**src/rtl/alu_pkg.sv**
```systemverilog
package alu_pkg;
   typedef enum logic [1:0] {
      FN_AND  = 2'b00,
      FN_OR   = 2'b01,
      FN_SUM  = 2'b10,
      FN_NULL = 2'b11
   } alu_fn_e;

   typedef struct packed {
      logic zero;
      logic sign;
      logic carry;
      logic ovf;
      logic lt;
      logic eq;
   } alu_flags_t;
endpackage

```
**src/rtl/alu_bit_stage.sv**
```systemverilog
module alu_bit_stage
   import alu_pkg::*;
(
   input  logic    a_i,
   input  logic    b_i,
   input  logic    comp_a_i,
   input  logic    comp_b_i,
   input  logic    cin_i,
   input  alu_fn_e fn_i,
   output logic    res_o,
   output logic    cout_o
);
   logic a_c, b_c, s_bit;

   always_comb begin
      a_c    = a_i ^ comp_a_i;
      b_c    = b_i ^ comp_b_i;
      s_bit  = a_c ^ b_c ^ cin_i;
      cout_o = (a_c & b_c) | (cin_i & (a_c | b_c));
      unique case (fn_i)
         FN_AND:  res_o = a_c & b_c;
         FN_OR:   res_o = a_c | b_c;
         FN_SUM:  res_o = s_bit;
         default: res_o = 1'b0;
      endcase
   end
endmodule

```
**src/rtl/alu_flag_unit.sv**
```systemverilog
module alu_flag_unit
   import alu_pkg::*;
#(
   parameter int WIDTH = 4
) (
   input  logic [WIDTH-1:0] res_i,
   input  logic             cin_top_i,
   input  logic             cout_top_i,
   output alu_flags_t       flags_o
);
   always_comb begin
      flags_o.zero  = ~|res_i;
      flags_o.sign  = res_i[WIDTH-1];
      flags_o.carry = cout_top_i;
      flags_o.ovf   = cin_top_i ^ cout_top_i;
      flags_o.lt    = res_i[WIDTH-1] ^ (cin_top_i ^ cout_top_i);
      flags_o.eq    = ~|res_i;
   end
endmodule

```
**src/rtl/ripple_alu.sv**
```systemverilog
module ripple_alu
   import alu_pkg::*;
#(
   parameter int WIDTH   = 4,
   parameter bit REG_OUT = 1'b0
) (
   input  logic             clk,
   input  logic             rst_n,
   input  logic [WIDTH-1:0] opnd_a,
   input  logic [WIDTH-1:0] opnd_b,
   input  logic             comp_a,
   input  logic             neg_b,
   input  logic [1:0]       func,
   output logic [WIDTH-1:0] result,
   output logic             flag_zero,
   output logic             flag_sign,
   output logic             flag_carry,
   output logic             flag_ovf,
   output logic             flag_lt,
   output logic             flag_eq
);
   localparam int TOP = WIDTH - 1;

   generate
      if (WIDTH < 2) begin : g_width_chk
         initial $fatal(1, "ripple_alu: WIDTH must be at least 2");
      end
   endgenerate

   alu_fn_e          fn;
   logic [WIDTH:0]   cy;
   logic [WIDTH-1:0] res_c;
   alu_flags_t       flg_c;
   logic [WIDTH-1:0] res_q;
   alu_flags_t       flg_q;

   assign fn    = alu_fn_e'(func);
   assign cy[0] = neg_b;

   generate
      for (genvar i = 0; i < WIDTH; i++) begin : g_stage
         alu_bit_stage u_stage (
            .a_i      (opnd_a[i]),
            .b_i      (opnd_b[i]),
            .comp_a_i (comp_a),
            .comp_b_i (neg_b),
            .cin_i    (cy[i]),
            .fn_i     (fn),
            .res_o    (res_c[i]),
            .cout_o   (cy[i+1])
         );
      end
   endgenerate

   alu_flag_unit #(.WIDTH(WIDTH)) u_flags (
      .res_i      (res_c),
      .cin_top_i  (cy[TOP]),
      .cout_top_i (cy[WIDTH]),
      .flags_o    (flg_c)
   );

   generate
      if (REG_OUT) begin : g_reg
         always_ff @(posedge clk or negedge rst_n) begin
            if (!rst_n) begin
               res_q <= '0;
               flg_q <= '0;
            end else begin
               res_q <= res_c;
               flg_q <= flg_c;
            end
         end
      end else begin : g_comb
         assign res_q = res_c;
         assign flg_q = flg_c;
      end
   endgenerate

   assign result     = res_q;
   assign flag_zero  = flg_q.zero;
   assign flag_sign  = flg_q.sign;
   assign flag_carry = flg_q.carry;
   assign flag_ovf   = flg_q.ovf;
   assign flag_lt    = flg_q.lt;
   assign flag_eq    = flg_q.eq;

   logic sub_mode, add_mode;
   assign sub_mode = !comp_a && neg_b && (fn == FN_SUM);
   assign add_mode = !comp_a && !neg_b && (fn == FN_SUM);

   AST_SUB_DIFF: assert property (@(posedge clk) disable iff (!rst_n)
      sub_mode |-> (res_c == opnd_a - opnd_b));
   AST_LT_SIGNED: assert property (@(posedge clk) disable iff (!rst_n)
      sub_mode |-> (flg_c.lt == ($signed(opnd_a) < $signed(opnd_b))));
   AST_EQ_MATCH: assert property (@(posedge clk) disable iff (!rst_n)
      sub_mode |-> (flg_c.eq == (opnd_a == opnd_b)));
   AST_ADD_CARRY: assert property (@(posedge clk) disable iff (!rst_n)
      add_mode |-> ({flg_c.carry, res_c} == ({1'b0, opnd_a} + {1'b0, opnd_b})));
   AST_NULL_FN: assert property (@(posedge clk) disable iff (!rst_n)
      (fn == FN_NULL) |-> (res_c == '0));
endmodule

```
**config.mk**
```make
export PLATFORM = sky130hd
export DESIGN_NAME = ripple_alu
export DESIGN_NICKNAME = d
export VERILOG_FILES = /design/src/rtl/alu_pkg.sv /design/src/rtl/alu_bit_stage.sv /design/src/rtl/alu_flag_unit.sv /design/src/rtl/ripple_alu.sv
export SDC_FILE = /design/constraint.sdc
export NUM_CORES = 1
export LEC_CHECK = 0
export ABC_AREA = 0
export BUFFER_PORTS_ARGS = -buffer_cell sky130_fd_sc_hd__buf_2
export CORE_AREA = 2 2 39 41
export DETAILED_ROUTE_END_ITERATION = 12
export DIE_AREA = 0 0 41 43
export SYNTH_ARGS = -nofsm -noshare
export SYNTH_HDL_FRONTEND = slang
export SYNTH_HIERARCHICAL = 1
export SYNTH_SLANG_ARGS = --single-unit
```
**constraint.sdc**
```tcl
create_clock -name vclk -period 11.9
set_input_delay 1.19 -clock vclk [all_inputs]
set_output_delay 1.19 -clock vclk [all_outputs]
set_load 0.02 [all_outputs]
```
==> results_dict.tcl <==
set metrics [dict create \
    status "complete, no violations" \
    vdd_drop_max_uv 36.9 \
    setup_viol 0 \
    hpwl_um 731 \
    grt_pass1_vias 333 \
    synth_area_um2 472 \
    num_io_pins 24 \
    numSequentialCells 0 \
    switching_share_pct 58.8 \
    vias_per_cell 4.27 \
    p_total_uw 43.0 \
    synthMuxAreaShare_pct 0 \
    coreArea_um2 1380 \
    drc_errors 0 \
    drive_gt1_share_pct 28.6 \
    clkPwrFrac_pct 0 \
    placed_area_um2 579 \
    intPower_uw 17.7 \
    critPathBufInv 9 \
    yosys.area_share.simple_pct 15.1 \
    die_height_um 43 \
    path_cells "buf_2, xor2_1, inv_1, fa_1, inv_1, inv_1, fa_1, inv_1, inv_1, fa_1, inv_1, inv_1, fa_1, and2_1, o32ai_1, xor3_1, buf_2" \
    final.setup.tns_ns 0 \
    fmax_mhz 166 \
    holdBufCountCts 0 \
    die_w_um 41 \
    cp.required_ns 10.71 \
    nClkBuffers 0 \
    area_growth_pct 22.8 \
    grt_antenna_before_repair 0 \
    hp-class "input port to primary output" \
    crit_arrival_ns 4.84 \
    ant_nets 0 \
    rsz0062_at_grt "false" \
    n_antenna_cell 0 \
    avgSynthCellArea_um2 8.13 \
    final_nets 105 \
    overflow 0 \
    path_class "input port to primary output" \
    seq_power_share_pct 0 \
    path_common_cell "inv_1" \
    synth_seq_area_share_pct 0 \
    synth-xor-area-share_pct 21.8 \
    period_minus_slack_ns 6.03 \
    worstMarginPinSlew_ns 0.553 \
    powerDensity_nw_per_um2 74.2 \
    die-area_um2 1760 \
    synth_compound_area_share_pct 7.43 \
    first_iter_violations 1 \
    syn-num-nets 84 \
    cts_resized 0 \
    yosys_warnings 6 \
    synth_top_family_by_area "adder cells" \
    holdWs_ns 2.82 \
    rows 14 \
    final_cell_area_um2 579 \
    final_cell_mix "22 x buf_2, 16 x inv_1, 8 x ha_1, 5 x xor2_1" \
    fin_crit_sh_pct 50.7 \
    final_common_cell "buf_2" \
    combPwrFrac_pct 100.0 \
    grt_max_degree 13 \
    drv_slew 0 \
    p_switching_uw 25.3 \
    crit_family "adder cells" \
    grt_pass1_wl_mm 1.31 \
    place_congestion 0.702 \
    drv_cap 0 \
    ys_types 12 \
    synth_top_area_share_pct 21.2 \
    hold_violations 0 \
    num_vias 397 \
    critPathMaxFanout 4 \
    synthAdderAreaFrac_pct 38.2 \
    yosys.area.top_type "ha_1" \
    synth_cells 58 \
    post_drt_wl_per_cell_um 8.68 \
    portBuffers 22 \
    start_util_pct 34.1 \
    slew_headroom_pct 63.0 \
    startpoint_type "input port" \
    synth.top_cells.by_area "ha_1 21%, fa_1 17%, inv_1 13%, xor2_1 9.3%, o32ai_1 7.4%" \
    seq_area_um2 0 \
    track_usage_pct 10.1 \
    cp_slowest_cell "o32ai_1" \
    p_leak_uw 0.000346 \
    post_cts_buffers 0 \
    first_pass_iters 3 \
    postRouteWirelength_um 807 \
    worst_setup_path_end_kind "primary output" \
    cp_slowest_stage_delay_ns 0.48 \
]
power groups by stage:
| stage | Sequential [uW] | Clock, uW | Combinational (uW) |
|---|---|---|---|
| 4_1_cts | 0 | 0 | 43.9 |
| 6_report | 0 | 0 | 43.0 |
| 2_1_floorplan | 0 | 0 | 33.0 |
| 5_1_grt | 0 | 0 | 48.5 |
| 3_5_place_dp | 0 | 0 | 43.8 |
| 3_3_place_gp | 0 | 0 | 42.8 |
Yosys cell counts:
master / n
inv_1: 16
ha_1: 8
xor2_1: 5
and2_1: 4
fa_1: 4
nand2b_1: 4
nor2_1: 4
o32ai_1: 4
xnor2_1: 4
buf_4: 3
nor4_1: 1
xor3_1: 1
layout make-up:
cell class | instances | area (um2)
Fill cell | 154 | 805
Multi-Input combinational cell | 39 | 389
Timing Repair Buffer | 22 | 110
Inverter | 16 | 60.1
Tap cell | 16 | 20.0
cell families (layout without fill, tap and decap cells):
family,Yosys count,in the layout
XOR/XNOR,10,10
AND/OR/NAND/NOR,13,13
AO/OA/AOI/OAI,4,4
buffers and inverters,19,38
adder cells (fa/ha/maj),12,12
metrics by stage:
| step | cells | utilization, % | setup WS, ns |
|---|---|---|---|
| 6_report | 93 | 41.9 | 5.87 |
| 5_1_grt | 93 | 41.9 | 5.58 |
| 4_1_cts | 93 | 41.9 | 5.79 |
| 2_1_floorplan | 58 | - | 5.79 |
| 3_3_place_gp | 93 | 41.9 | 5.82 |
| 3_5_place_dp | 93 | 41.9 | 5.80 |
path summary, 6_finish.rpt:
kind / startpoint / endpoint / depth (start not counted)
setup / recovery: comp_a / flag_lt / 17
hold / removal: func[0] / result[0] / 3
routing by layer:
| layer | vias up | global-route usage (%) | share of wire (%) | routed length [um] |
|---|---|---|---|---|
| li1 | 209 | - | - | - |
| met4 | 0 | 0 | 0 | 0 |
| met3 | 0 | 0 | 7.1 | 57 |
| met2 | 11 | 17.2 | 47 | 379 |
| met5 | - | 0 | 0 | 0 |
| met1 | 177 | 14.6 | 46 | 371 |
Power figures use the tool's default switching activity.
